--- src/rtl/tod_pkg.sv ---
package tod_pkg;

  // strobes from control to datapath for the current cycle
  typedef struct packed {
    logic loadTime;   // replace time with the load value
    logic addDrift;   // add the drift fraction in this step
    logic useAlt;     // step period is the alternate one
  } todStrobes_t;

endpackage

--- src/rtl/tod_ctrl.sv ---
module tod_ctrl
  import tod_pkg::*;
#(
  parameter int PER_W   = 20,
  parameter int CNT_W   = 20,
  parameter int DRIFT_W = 16,
  parameter int RATE_W  = 16
) (
  input  logic               clk,
  input  logic               rst,
  input  logic               periodWe,
  input  logic [PER_W-1:0]   periodIn,
  input  logic               adjWe,
  input  logic [PER_W-1:0]   adjPeriodIn,
  input  logic [CNT_W-1:0]   adjCountIn,
  input  logic               driftWe,
  input  logic [DRIFT_W-1:0] driftFracIn,
  input  logic [RATE_W-1:0]  driftRateIn,
  input  logic               loadStb,
  output todStrobes_t        strobes,
  output logic [PER_W-1:0]   stepPeriod,
  output logic [DRIFT_W-1:0] driftFrac,
  output logic [CNT_W-1:0]   adjCount
);

  logic [PER_W-1:0]  normPeriod;
  logic [PER_W-1:0]  altPeriod;
  logic [RATE_W-1:0] driftRate;
  logic [RATE_W-1:0] driftCnt;
  logic              driftHit;
  logic              slewActive;

  assign slewActive = (adjCount != '0);
  assign driftHit   = (driftRate != '0) && (driftCnt == driftRate - 1'b1);
  assign stepPeriod = slewActive ? altPeriod : normPeriod;

  always_comb begin
    strobes.loadTime = loadStb;
    strobes.addDrift = driftHit;
    strobes.useAlt   = slewActive;
  end

  // period and drift settings
  always_ff @(posedge clk) begin
    if (rst) begin
      normPeriod <= '0;
      driftFrac  <= '0;
      driftRate  <= '0;
    end else begin
      if (periodWe) normPeriod <= periodIn;
      if (driftWe) begin
        driftFrac <= driftFracIn;
        driftRate <= driftRateIn;
      end
    end
  end

  // offset slew countdown, restarted by every write
  always_ff @(posedge clk) begin
    if (rst) begin
      altPeriod <= '0;
      adjCount  <= '0;
    end else if (adjWe) begin
      altPeriod <= adjPeriodIn;
      adjCount  <= adjCountIn;
    end else if (slewActive) begin
      adjCount  <= adjCount - 1'b1;
    end
  end

  // drift interval counter
  always_ff @(posedge clk) begin
    if (rst) begin
      driftCnt <= '0;
    end else if (loadStb || driftWe || driftRate == '0 || driftHit) begin
      driftCnt <= '0;
    end else begin
      driftCnt <= driftCnt + 1'b1;
    end
  end

endmodule

--- src/rtl/tod_datapath.sv ---
module tod_datapath
  import tod_pkg::*;
#(
  parameter int SEC_W      = 48,
  parameter int NS_W       = 30,
  parameter int PER_W      = 20,
  parameter int FRAC_W     = 16,
  parameter int DRIFT_W    = 16,
  parameter int NS_PER_SEC = 1000000000
) (
  input  logic               clk,
  input  logic               rst,
  input  todStrobes_t        strobes,
  input  logic [PER_W-1:0]   stepPeriod,
  input  logic [DRIFT_W-1:0] driftFrac,
  input  logic [SEC_W-1:0]   loadSec,
  input  logic [NS_W-1:0]    loadNs,
  output logic [SEC_W-1:0]   secNow,
  output logic [NS_W-1:0]    nsNow
);

  localparam int SUM_W = FRAC_W + 2;   // fraction plus two carry bits
  localparam int NSX_W = NS_W + 1;
  localparam logic [NSX_W-1:0] NS_LIMIT = NSX_W'(NS_PER_SEC);

  logic [FRAC_W-1:0] fracAcc;
  logic [SUM_W-1:0]  fracSum;
  logic [NSX_W-1:0]  nsSum;
  logic              rollSec;
  logic [NS_W-1:0]   nsNext;

  always_comb begin
    fracSum = SUM_W'(fracAcc) + SUM_W'(stepPeriod[FRAC_W-1:0])
            + (strobes.addDrift ? SUM_W'(driftFrac) : '0);
    nsSum   = NSX_W'(nsNow) + NSX_W'(stepPeriod[PER_W-1:FRAC_W])
            + NSX_W'(fracSum[SUM_W-1:FRAC_W]);
    rollSec = (nsSum >= NS_LIMIT);
    nsNext  = rollSec ? NS_W'(nsSum - NS_LIMIT) : NS_W'(nsSum);
  end

  always_ff @(posedge clk) begin
    if (rst) begin
      fracAcc <= '0;
      nsNow   <= '0;
      secNow  <= '0;
    end else if (strobes.loadTime) begin
      fracAcc <= '0;
      nsNow   <= loadNs;
      secNow  <= loadSec;
    end else begin
      fracAcc <= fracSum[FRAC_W-1:0];
      nsNow   <= nsNext;
      if (rollSec) secNow <= secNow + 1'b1;
    end
  end

endmodule

--- src/rtl/tod_trim_counter.sv ---
module tod_trim_counter
  import tod_pkg::*;
#(
  parameter int SEC_HI_W   = 16,
  parameter int SEC_LO_W   = 32,
  parameter int NS_W       = 30,
  parameter int PER_W      = 20,
  parameter int FRAC_W     = 16,
  parameter int CNT_W      = 20,
  parameter int DRIFT_W    = 16,
  parameter int RATE_W     = 16,
  parameter int NS_PER_SEC = 1000000000
) (
  input  logic                clk,
  input  logic                rst,
  input  logic                periodWe,
  input  logic [PER_W-1:0]    periodIn,
  input  logic                adjWe,
  input  logic [PER_W-1:0]    adjPeriodIn,
  input  logic [CNT_W-1:0]    adjCountIn,
  input  logic                driftWe,
  input  logic [DRIFT_W-1:0]  driftFracIn,
  input  logic [RATE_W-1:0]   driftRateIn,
  input  logic                loadStb,
  input  logic [SEC_HI_W-1:0] loadSecHi,
  input  logic [SEC_LO_W-1:0] loadSecLo,
  input  logic [NS_W-1:0]     loadNs,
  output logic [SEC_HI_W-1:0] todSecHi,
  output logic [SEC_LO_W-1:0] todSecLo,
  output logic [NS_W-1:0]     todNs,
  output logic [CNT_W-1:0]    adjCountOut
);

  localparam int SEC_W = SEC_HI_W + SEC_LO_W;

  todStrobes_t        strobes;
  logic [PER_W-1:0]   stepPeriod;
  logic [DRIFT_W-1:0] driftFrac;
  logic [SEC_W-1:0]   secNow;

  tod_ctrl #(
    .PER_W(PER_W), .CNT_W(CNT_W), .DRIFT_W(DRIFT_W), .RATE_W(RATE_W)
  ) ctrl (
    .clk(clk), .rst(rst),
    .periodWe(periodWe), .periodIn(periodIn),
    .adjWe(adjWe), .adjPeriodIn(adjPeriodIn), .adjCountIn(adjCountIn),
    .driftWe(driftWe), .driftFracIn(driftFracIn), .driftRateIn(driftRateIn),
    .loadStb(loadStb),
    .strobes(strobes), .stepPeriod(stepPeriod), .driftFrac(driftFrac),
    .adjCount(adjCountOut)
  );

  tod_datapath #(
    .SEC_W(SEC_W), .NS_W(NS_W), .PER_W(PER_W), .FRAC_W(FRAC_W),
    .DRIFT_W(DRIFT_W), .NS_PER_SEC(NS_PER_SEC)
  ) dpath (
    .clk(clk), .rst(rst), .strobes(strobes),
    .stepPeriod(stepPeriod), .driftFrac(driftFrac),
    .loadSec({loadSecHi, loadSecLo}), .loadNs(loadNs),
    .secNow(secNow), .nsNow(todNs)
  );

  assign todSecHi = secNow[SEC_W-1:SEC_LO_W];
  assign todSecLo = secNow[SEC_LO_W-1:0];

endmodule

--- config.mk ---
export PLATFORM = sky130hd
export DESIGN_NAME = tod_trim_counter
export DESIGN_NICKNAME = d
export VERILOG_FILES = /design/src/rtl/tod_pkg.sv /design/src/rtl/tod_ctrl.sv /design/src/rtl/tod_datapath.sv /design/src/rtl/tod_trim_counter.sv
export SDC_FILE = /design/constraint.sdc
export NUM_CORES = 1
export LEC_CHECK = 0
export BUFFER_PORTS_ARGS = -buffer_cell sky130_fd_sc_hd__buf_2
export CAP_MARGIN = 15
export CORE_ASPECT_RATIO = 0.7
export CORE_MARGIN = 10
export CORE_UTILIZATION = 45
export DETAILED_ROUTE_END_ITERATION = 6
export GPL_ROUTABILITY_DRIVEN = 0
export PLACE_DENSITY = 0.68
export SLEW_MARGIN = 20
export SYNTH_ARGS = -nofsm -noshare
export SYNTH_HDL_FRONTEND = slang
export SYNTH_SLANG_ARGS = --single-unit
--- constraint.sdc ---
create_clock -name clk -period 18.3 [get_ports clk]
set_clock_uncertainty 0.2 [all_clocks]
set_input_delay 1.83 -clock clk [delete_from_list [all_inputs] [get_ports clk]]
set_output_delay 1.83 -clock clk [all_outputs]
set_load 0.1 [all_outputs]
==> results of run 1 <==
-- worst max-delay path by stage --
| stage | startpoint | endpoint | slack (ns) |
|---|---|---|---|
| floorplan | ctrl.adjCount[0] | dpath.secNow[4] | 7.34 |
| global placement | ctrl.adjCount[0] | dpath.secNow[14] | 6.44 |
| detailed placement | ctrl.adjCount[0] | dpath.secNow[14] | 6.05 |
| CTS | ctrl.adjCount[0] | dpath.secNow[14] | 5.98 |
| global route | ctrl.adjCount[0] | dpath.secNow[14] | 5.03 |
| finish | ctrl.adjCount[0] | dpath.secNow[14] | 5.81 |
-- metal layers --
metal | track usage [%] | share of wire (%) | vias up
li1 | - | - | 5869
met1 | 31.2 | 47 | 5696
met2 | 33.2 | 44 | 377
met3 | 4.68 | 7.0 | 58
met4 | 5.31 | 2.1 | 0
met5 | 0 | 0 | -
-- cell usage after synthesis, types with 22 or more instances --
library cell	number
mux2i_1	81
nand2_1	132
xor2_1	44
nand3_1	48
dfxtp_1	202
and2_1	22
nor3_1	31
inv_1	51
xnor2_1	108
nor4_1	23
a21oi_1	67
nor2_1	231
o21ai_0	39
a211oi_1	73
ha_1	43
clkbuf_1	68
-- power groups by stage --
stage / Clock, mW / Combinational [mW] / Sequential (mW)
2_1_floorplan: 0 / 0.116 / 0.607
3_3_place_gp: 0 / 0.286 / 0.507
3_5_place_dp: 0 / 0.290 / 0.507
4_1_cts: 0.457 / 0.291 / 0.498
5_1_grt: 0.476 / 0.311 / 0.502
6_report: 0.447 / 0.290 / 0.499
-- flip-flops by register name, indices dropped and copies added (netlist names) --
name             count
ctrl.adjCount       20
ctrl.altPeriod      20
ctrl.driftCnt       16
ctrl.driftFrac      16
ctrl.driftRate      16
ctrl.normPeriod     20
dpath.fracAcc       16
dpath.nsNow         30
dpath.secNow        48
-- metrics by stage --
step / hold WS, ns / power, mW
after global placement: 0.268 / 0.793
after CTS: 0.295 / 1.25
after global routing: 0.318 / 1.29
final: 0.291 / 1.24
after floorplan: 0.252 / 0.724
after detailed placement: 0.280 / 0.797
-- final cells by class --
cell class	count	area [µm²]	share of cell area (%)
clock buffer	33	653	4.41
antenna	2	5.00	0.0338
timing repair buffer	284	1450	9.80
sequential	202	4040	27.3
multi-input combinational	1178	7940	53.6
tap	371	464	3.13
inverter	51	193	1.30
clock inverter	6	58.8	0.397
-- cells by family (layout without fill, tap and decap cells) --
logic type               Yosys count  after routing  share of synthesized area [%]
other                              0              2                              0
buffers and inverters            144            374                           4.69
AND/OR/NAND/NOR                  596            596                           22.5
XOR/XNOR                         152            152                           10.6
multiplexers                      81             81                           6.45
flip-flops                       202            202                           32.2
adder cells (fa/ha/maj)           48             48                           5.08
AO/OA/AOI/OAI                    301            301                           18.4
-- tightest hold or removal path: stages, from the launching register on --
cell	delay, ns
dfxtp_1	0.32
mux2i_1	0.06
nor2_1	0.07
==> results.py, run 1 <==
metrics = {
    "run_status": {
        "status": "finished, final reports clean",
    },
    "cells_and_area": {
        "area_growth_pct": 17.9,
        "fin_cells": 2127,
        "final_cell_mix": "272 x buf_2, 231 x nor2_1, 202 x dfxtp_1",
        "mostFrequentLayoutCell": "buf_2",
        "fin_area_um2": 14800,
        "drive_gt1_share_pct": 21.0,
        "final_util_pct": 53.6,
        "final_nets": 1964,
        "fillers": 2591,
    },
    "grt": {
        "grt_max_degree": 106,
        "grt_pass1_wl_um": 63800,
        "first_global_vias": 11512,
        "grt_antenna_before_repair": 2,
        "overflow": 0,
        "grt_usage_pct": 22.0,
    },
    "logic_synthesis": {
        "synth_ff_type": "dfxtp_1",
        "syn_area_um2": 12600,
        "synth_nets": 1748,
        "netlist.top_cell.by_area": "dfxtp_1",
        "synth_area_leaders": "dfxtp_1 32%, xnor2_1 7.5%, nor2_1 6.9%",
        "yosysWarnings": 0,
        "yosysUniqueCellTypes": 78,
        "netlist_instances": 1524,
        "synth-seq-area-share_pct": 32.2,
        "async_flop_share_pct": 0,
        "avgSynthCellArea_um2": 8.24,
        "synth_top_area_share_pct": 32.2,
        "ys_ff_latch": 202,
        "synth_edf_count": 0,
    },
    "cts": {
        "root_buffer": "clkbuf_16",
        "cts_setup_buffers": 0,
        "cts.hold.buffers_added": 0,
        "cts_tree": "built",
        "htreeDepth": 1,
        "clockBufferDepth": 3,
        "clk_latency_ns": 0.53,
        "cts_buffers": 23,
        "cts_sinks": 202,
        "cts.reportedPaths.clkPinSlew_ns": 0.06,
        "ctsResizeCount": 0,
    },
    "timing": {
        "fin_setup_tns_ns": 0,
        "finalWorstSetupSlack_ns": 5.81,
        "fmax_mhz": 80.1,
        "period_needed_ns": 12.49,
        "rsz0062_at_grt": "no",
        "max_slew_margin_pct": 24.9,
        "hold_viol": 0,
        "worst_pin_slew_ns": 1.13,
        "slew_violations": 0,
        "period_share_pct": 68.3,
        "setup_violations": 0,
    },
    "route": {
        "firstDrtPassIters": 5,
        "drtIter0Drc": 1227,
        "via_per_inst": 5.64,
        "wire_per_inst_um": 19.1,
        "drt_wl_total_um": 40700,
        "num_vias": 12000,
        "drc": 0,
        "antenna_left": 0,
    },
    "worst_setup_path": {
        "cp.arrival_ns": 12.70,
        "r2r_cells": 44,
        "rr_endpoint": "dpath.secNow[14]",
        "worst-path-stages": 44,
        "reg2reg_setup_slack_ns": 5.81,
        "crit_path_end_kind": "register",
        "crit_slowest_cell": "a21oi_4",
        "path_common_cell": "ha_1",
        "start_kind": "register",
        "critPathKind": "register to register",
        "slowest_delay_ns": 0.87,
        "critical_path_buf_inv_count": 4,
        "worstPathRequired_ns": 18.51,
        "cp_max_fo": 30,
        "crit_family": "compound AO/OA/AOI/OAI gates",
        "r2r-start": "ctrl.adjCount[0]",
    },
    "worst_hold_path": {
        "holdPathEnd": "ctrl.driftFrac[11]",
        "hold_class": "register to register",
        "hold_depth": 2,
        "hold_path.startpoint": "ctrl.driftFrac[11]",
    },
    "power": {
        "switching_share_pct": 34.5,
        "intPower_mw": 0.810,
        "sequentialPowerShare_pct": 40.3,
        "pwr_density_cell_nw_per_um2": 83.4,
        "peakVddDrop_mv": 0.0698,
        "p_leak_nw": 6.23,
        "clkPwrFrac_pct": 36.2,
        "pwr-share-comb_pct": 23.5,
        "switching_power_mw": 0.426,
    },
    "die": {
        "dieArea_um2": 35100,
        "placementRows": 51,
        "fp.dieH_um": 160,
        "ioPinCount": 274,
        "core_um2": 27600,
        "initial_utilization_pct": 45.5,
        "dieWidth_um": 220,
    },
    "run": {
        "maxCapViolCount": 0,
    },
    "placement": {
        "dp_hpwl_um": 30700,
        "io_buffers": 273,
        "place_area_um2": 14100,
        "pre_cts_slack_ns": 6.05,
        "dp.cells": 2086,
    },
}
Power figures use the tool's default switching activity.
==> run 2, diff against run 1 <==
==> constraint.sdc (replaced) <==
create_clock -name clk -period 12.16 [get_ports clk]
set_clock_uncertainty 0.2 [all_clocks]
set_input_delay 1.216 -clock clk [delete_from_list [all_inputs] [get_ports clk]]
set_output_delay 1.216 -clock clk [all_outputs]
set_load 0.1 [all_outputs]
==> run 2 against run 1 <==
Flip-flop and latch count is the same. First-iteration DRC count fell by 18%. Maximum frequency grew 9.5%. Largest cell class unchanged. Global-route usage rose by 0.20 points. Utilization rose by 0.96 points.
==> results.py, run 2 (synthesis gave the netlist of run 1 again) <==
metrics = {
    "route": {
        "num_vias": 12189,
        "firstDrtPassIters": 5,
        "antenna_left": 0,
        "drc": 0,
        "drt_wl_total_um": 41000,
        "wire_per_inst_um": 19.2,
        "drtIter0Drc": 1004,
        "via_per_inst": 5.69,
    },
    "power": {
        "intPower_mw": 1.31,
        "power_mw": 1.97,
        "p_leak_nw": 6.36,
        "switching_share_pct": 33.3,
        "sequentialPowerShare_pct": 38.1,
        "peakVddDrop_mv": 0.0943,
        "switching_power_mw": 0.654,
        "pwr-share-comb_pct": 22.2,
        "pwr_density_cell_nw_per_um2": 131,
        "clkPwrFrac_pct": 39.6,
    },
    "worst_setup_path": {
        "worstPathRequired_ns": 12.37,
        "slowest_delay_ns": 0.64,
        "crit_path_end_kind": "register",
        "path_common_cell": "ha_1",
        "start_kind": "register",
        "cp_max_fo": 20,
        "critPathKind": "register to register",
        "crit_slowest_cell": "or4_1",
        "cp.arrival_ns": 11.63,
    },
    "grt": {
        "grt_pass1_wl_um": 64300,
        "grt_max_degree": 106,
        "grt_usage_pct": 22.2,
        "grt_antenna_before_repair": 3,
        "first_global_vias": 11562,
        "overflow": 0,
    },
    "cells_and_area": {
        "area_growth_pct": 20.0,
        "drive_gt1_share_pct": 22.0,
        "fin_cells": 2143,
        "top_regs": "dpath.secNow (48), dpath.nsNow (30)",
        "final_cell_mix": "272 x buf_2, 231 x nor2_1, 202 x dfxtp_1",
        "final_util_pct": 54.6,
        "final_nets": 1977,
        "mostFrequentLayoutCell": "buf_2",
        "largest-register": "dpath.secNow",
        "largest_reg_flops": 48,
        "fillers": 2584,
        "fin_area_um2": 15100,
    },
    "placement": {
        "dp_hpwl_um": 31300,
        "place_area_um2": 14200,
        "io_buffers": 273,
        "dp.cells": 2094,
    },
    "cts": {
        "clockBufferDepth": 3,
        "cts_buffers": 22,
        "cts_sinks": 202,
        "cts_tree": "built",
        "htreeDepth": 1,
        "clk_latency_ns": 0.53,
        "root_buffer": "clkbuf_16",
        "cts.reportedPaths.clkPinSlew_ns": 0.07,
    },
    "worst_hold_path": {
        "hold_class": "register to register",
    },
    "die": {
        "core_um2": 27600,
        "dieArea_um2": 35100,
        "ioPinCount": 274,
        "fp.dieH_um": 160,
        "initial_utilization_pct": 45.5,
        "placementRows": 51,
        "dieWidth_um": 220,
    },
    "timing": {
        "setup_violations": 0,
        "max_slew_margin_pct": 26.6,
        "fmax_mhz": 87.6,
        "rsz0062_at_grt": "no",
        "fin_setup_tns_ns": 0,
        "period_needed_ns": 11.41,
        "period_share_pct": 93.8,
        "worst_pin_slew_ns": 1.10,
        "slew_violations": 0,
        "hold_viol": 0,
    },
    "run_status": {
        "status": "finished, final reports clean",
    },
    "run": {
        "maxCapViolCount": 0,
    },
}
## run 2: per-layer routing
metal | vias to the layer above | GRT usage (%) | wire (µm)
met5 | - | 0 | 0
met4 | 0 | 4.87 | 877
met3 | 53 | 4.74 | 2650
met2 | 389 | 33.5 | 18200
met1 | 5851 | 31.7 | 19400
li1 | 5896 | - | -
## run 2: layout make-up
class	count	area, µm²	share of cell area (%)
multi-input cells	1178	7940	52.7
clock inverters	11	186	1.24
clock buffers	29	658	4.36
repair buffers	298	1580	10.5
well taps	371	464	3.08
diodes	3	7.51	0.0498
inverters	51	193	1.28
flip-flops and latches	202	4040	26.8
## run 2: per-stage QoR
stage | hold WS (ns) | setup WS [ns]
6_report | 0.290 | 0.749
5_1_grt | 0.322 | 0.0589
4_1_cts | 0.293 | 0.494
3_5_place_dp | 0.278 | 0.543
3_3_place_gp | 0.268 | 0.970
2_1_floorplan | 0.252 | 1.20
## run 2: worst paths after layout
check                                  startpoint  cells past startpoint           endpoint  slack, ns
worst min-delay path            ctrl.driftFrac[2]                      2  ctrl.driftFrac[2]       0.29
worst min register to register  ctrl.driftFrac[2]                      2  ctrl.driftFrac[2]       0.29
worst max register to register   ctrl.adjCount[0]                     41    dpath.nsNow[15]       0.75
worst max-delay path             ctrl.adjCount[0]                     41    dpath.nsNow[15]       0.75
## run 2: power groups by stage
stage                     Sequential (mW)  Combinational, mW  Clock, mW
after floorplan                     0.914              0.175          0
after global placement              0.762              0.431          0
after detailed placement            0.764              0.437          0
after CTS                           0.749              0.438      0.791
after global routing                0.756              0.468      0.813
final                               0.750              0.438      0.780
## run 2: worst max-delay path, delay by kind of cell (launching register included)
kind                     cells  cell delay (ns)
flip-flops                   1             0.35
AND/OR/NAND/NOR             15             4.84
XOR/XNOR                     2             0.36
AO/OA/AOI/OAI               15             3.43
adder cells (fa/ha/maj)      6             1.75
buffers and inverters        3             0.36
## run 2: timing repair
item / 4_1_cts / 5_1_grt
gates resized for setup: 0 / 1
hold buffers: 0 / 0
buffers inserted: 0 / 6
setup endpoints to repair: 0 / 59
==> run 3, diff against run 2 <==
--- a/config.mk
+++ b/config.mk
@@ -5,7 +5,7 @@
 export SDC_FILE = /design/constraint.sdc
 export NUM_CORES = 1
 export LEC_CHECK = 0
-export BUFFER_PORTS_ARGS = -buffer_cell sky130_fd_sc_hd__buf_2
+export BUFFER_PORTS_ARGS = -buffer_cell sky130_fd_sc_hd__clkbuf_2
 export CAP_MARGIN = 15
 export CORE_ASPECT_RATIO = 0.7
 export CORE_MARGIN = 10
==> constraint.sdc (replaced) <==
create_clock -name clk -period 12.16 [get_ports clk]
set_clock_uncertainty 0.2 [all_clocks]
set_input_delay 1.216 -clock clk [delete_from_list [all_inputs] [get_ports clk]]
set_output_delay 1.216 -clock clk [all_outputs]
set_load 0.005 [all_outputs]
==> run 3 against run 2 <==
Routed wire length down 0.29%. Critical endpoint unchanged. Count of clock-buffer cells in the layout grew 5. Die area did not move. Worst setup slack improved by 0.044 ns. Combinational power decreased by 38%. Global-route usage decreased by 0.051 points. Highest routed layer unchanged. Clock power is 6.9% lower.
==> results.py, run 3 (synthesis gave the netlist of run 1 again) <==
metrics = {
    "power": {
        "power_mw": 1.75,
        "peakVddDrop_mv": 0.0870,
        "p_leak_nw": 6.34,
        "pwr_density_cell_nw_per_um2": 116,
    },
    "placement": {
        "io_buffers": 273,
        "dp_hpwl_um": 31200,
        "place_area_um2": 14200,
        "pre_cts_slack_ns": 0.482,
    },
    "cells_and_area": {
        "top_regs": "dpath.secNow (48), dpath.nsNow (30)",
        "multiInputGateArea_um2": 7970,
        "fillers": 2652,
        "final_cell_mix": "272 x clkbuf_2, 231 x nor2_1, 202 x dfxtp_1",
        "largest-register": "dpath.secNow",
        "final_nets": 1982,
        "drive_gt1_share_pct": 22.2,
        "area_growth_pct": 19.9,
        "fin_area_um2": 15100,
        "final_util_pct": 54.5,
        "seqCellArea_um2": 4040,
        "mostFrequentLayoutCell": "clkbuf_2",
        "largest_reg_flops": 48,
    },
    "die": {
        "ioPinCount": 274,
        "dieWidth_um": 220,
        "placementRows": 51,
        "initial_utilization_pct": 45.5,
        "fp.dieH_um": 160,
        "dieArea_um2": 35100,
        "core_um2": 27600,
    },
    "worst_setup_path": {
        "slowest_delay_ns": 0.53,
        "cp_max_fo": 11,
        "crit_slowest_cell": "o21ai_0",
        "cp.arrival_ns": 11.57,
        "crit_path_end_kind": "register",
        "r2r-start": "ctrl.adjCount[0]",
        "worstPathRequired_ns": 12.36,
        "crit_start": "ctrl.adjCount[0]",
        "path_common_cell": "ha_1",
        "start_kind": "register",
        "critPathKind": "register to register",
    },
    "grt": {
        "first_global_vias": 11593,
        "grt_antenna_before_repair": 2,
        "overflow": 0,
        "grt_usage_pct": 22.2,
        "grt_pass1_wl_um": 64400,
        "grt_max_degree": 72,
    },
    "timing": {
        "rsz0062_at_grt": "no",
        "finalWorstSetupSlack_ns": 0.793,
        "period_share_pct": 93.5,
        "fmax_mhz": 88.0,
        "slew_violations": 0,
        "fin_setup_tns_ns": 0,
        "max_slew_margin_pct": 30.1,
        "hold_viol": 0,
        "period_needed_ns": 11.37,
        "setup_violations": 0,
        "worst_pin_slew_ns": 1.05,
    },
    "route": {
        "antenna_left": 0,
        "via_per_inst": 5.66,
        "wire_per_inst_um": 19.1,
        "num_vias": 12157,
        "drc": 0,
        "drtIter0Drc": 1054,
        "firstDrtPassIters": 5,
        "drt_wl_total_um": 40900,
    },
    "run": {
        "maxCapViolCount": 0,
    },
    "cts": {
        "clockBufferDepth": 3,
        "cts_sinks": 202,
        "cts_buffers": 23,
        "root_buffer": "clkbuf_16",
        "cts.reportedPaths.clkPinSlew_ns": 0.06,
        "cts_tree": "built",
        "htreeDepth": 1,
        "clk_latency_ns": 0.53,
    },
    "worst_hold_path": {
        "hold_class": "register to register",
        "hold_path.startpoint": "ctrl.driftFrac[6]",
    },
    "run_status": {
        "status": "finished, final reports clean",
    },
}
==> run 3: cell count changes in the layout (fill, tap and decap cells not counted), sizes merged <==
cell,delta
clkbuf,+277
clkinv,-3
nand2,+1
clkinvlp,+2
diode,-1
bufinv,-3
buf,-269
==> run 3: cell type report <==
cell class              instances  share of cell area, %
flip-flops and latches        202                   26.9
inverters                      51                   1.28
multi-input cells            1179                   52.9
well taps                     371                   3.08
diodes                          2                 0.0332
repair buffers                301                   10.6
clock buffers                  34                   4.63
clock inverters                 7                  0.615
==> run 3: final timing paths <==
path                                     endpoint  slack (ns)  cells past startpoint
worst max register to register    dpath.nsNow[15]        0.79                     41
worst max-delay path              dpath.nsNow[15]        0.79                     41
worst min-delay path            ctrl.driftFrac[6]        0.29                      2
worst min register to register  ctrl.driftFrac[6]        0.29                      2
==> run 3: repair_timing <==
action                     in CTS  in global routing
hold buffers                    0                  0
buffers inserted                0                  7
setup endpoints to repair       0                 64
gates resized for setup         0                  7
==> run 3: report_power, final <==
group | internal [mW] | leakage, nW | total, mW | switching (mW)
Clock | 0.438 | 0.381 | 0.726 | 0.288
Combinational | 0.124 | 4.29 | 0.273 | 0.149
Sequential | 0.702 | 1.67 | 0.750 | 0.0481
Total | 1.26 | 6.34 | 1.75 | 0.485
==> run 3: stage by stage <==
stage               hold WS, ns  instances
global route              0.307       2147
finish                    0.286       2147
CTS                       0.294       2137
floorplan                 0.252       1524
detailed placement        0.280       2096
global placement          0.270       2096
==> run 3: layer usage <==
| metal | GRT usage, % | share of wire [%] | wire length, µm |
|---|---|---|---|
| met1 | 31.9 | 47 | 19100 |
| met2 | 33.0 | 44 | 18000 |
| met3 | 4.59 | 7.4 | 3020 |
| met4 | 5.12 | 2.0 | 825 |
| met5 | 0 | 0 | 0 |
==> run 3: worst max-delay path: cells and delay by family, from the launching register on <==
| kind | cells | cell delay (ns) |
|---|---|---|
| AO/OA/AOI/OAI | 20 | 5.11 |
| adder cells (fa/ha/maj) | 6 | 2.02 |
| buffers and inverters | 3 | 0.31 |
| flip-flops | 1 | 0.36 |
| AND/OR/NAND/NOR | 12 | 3.26 |
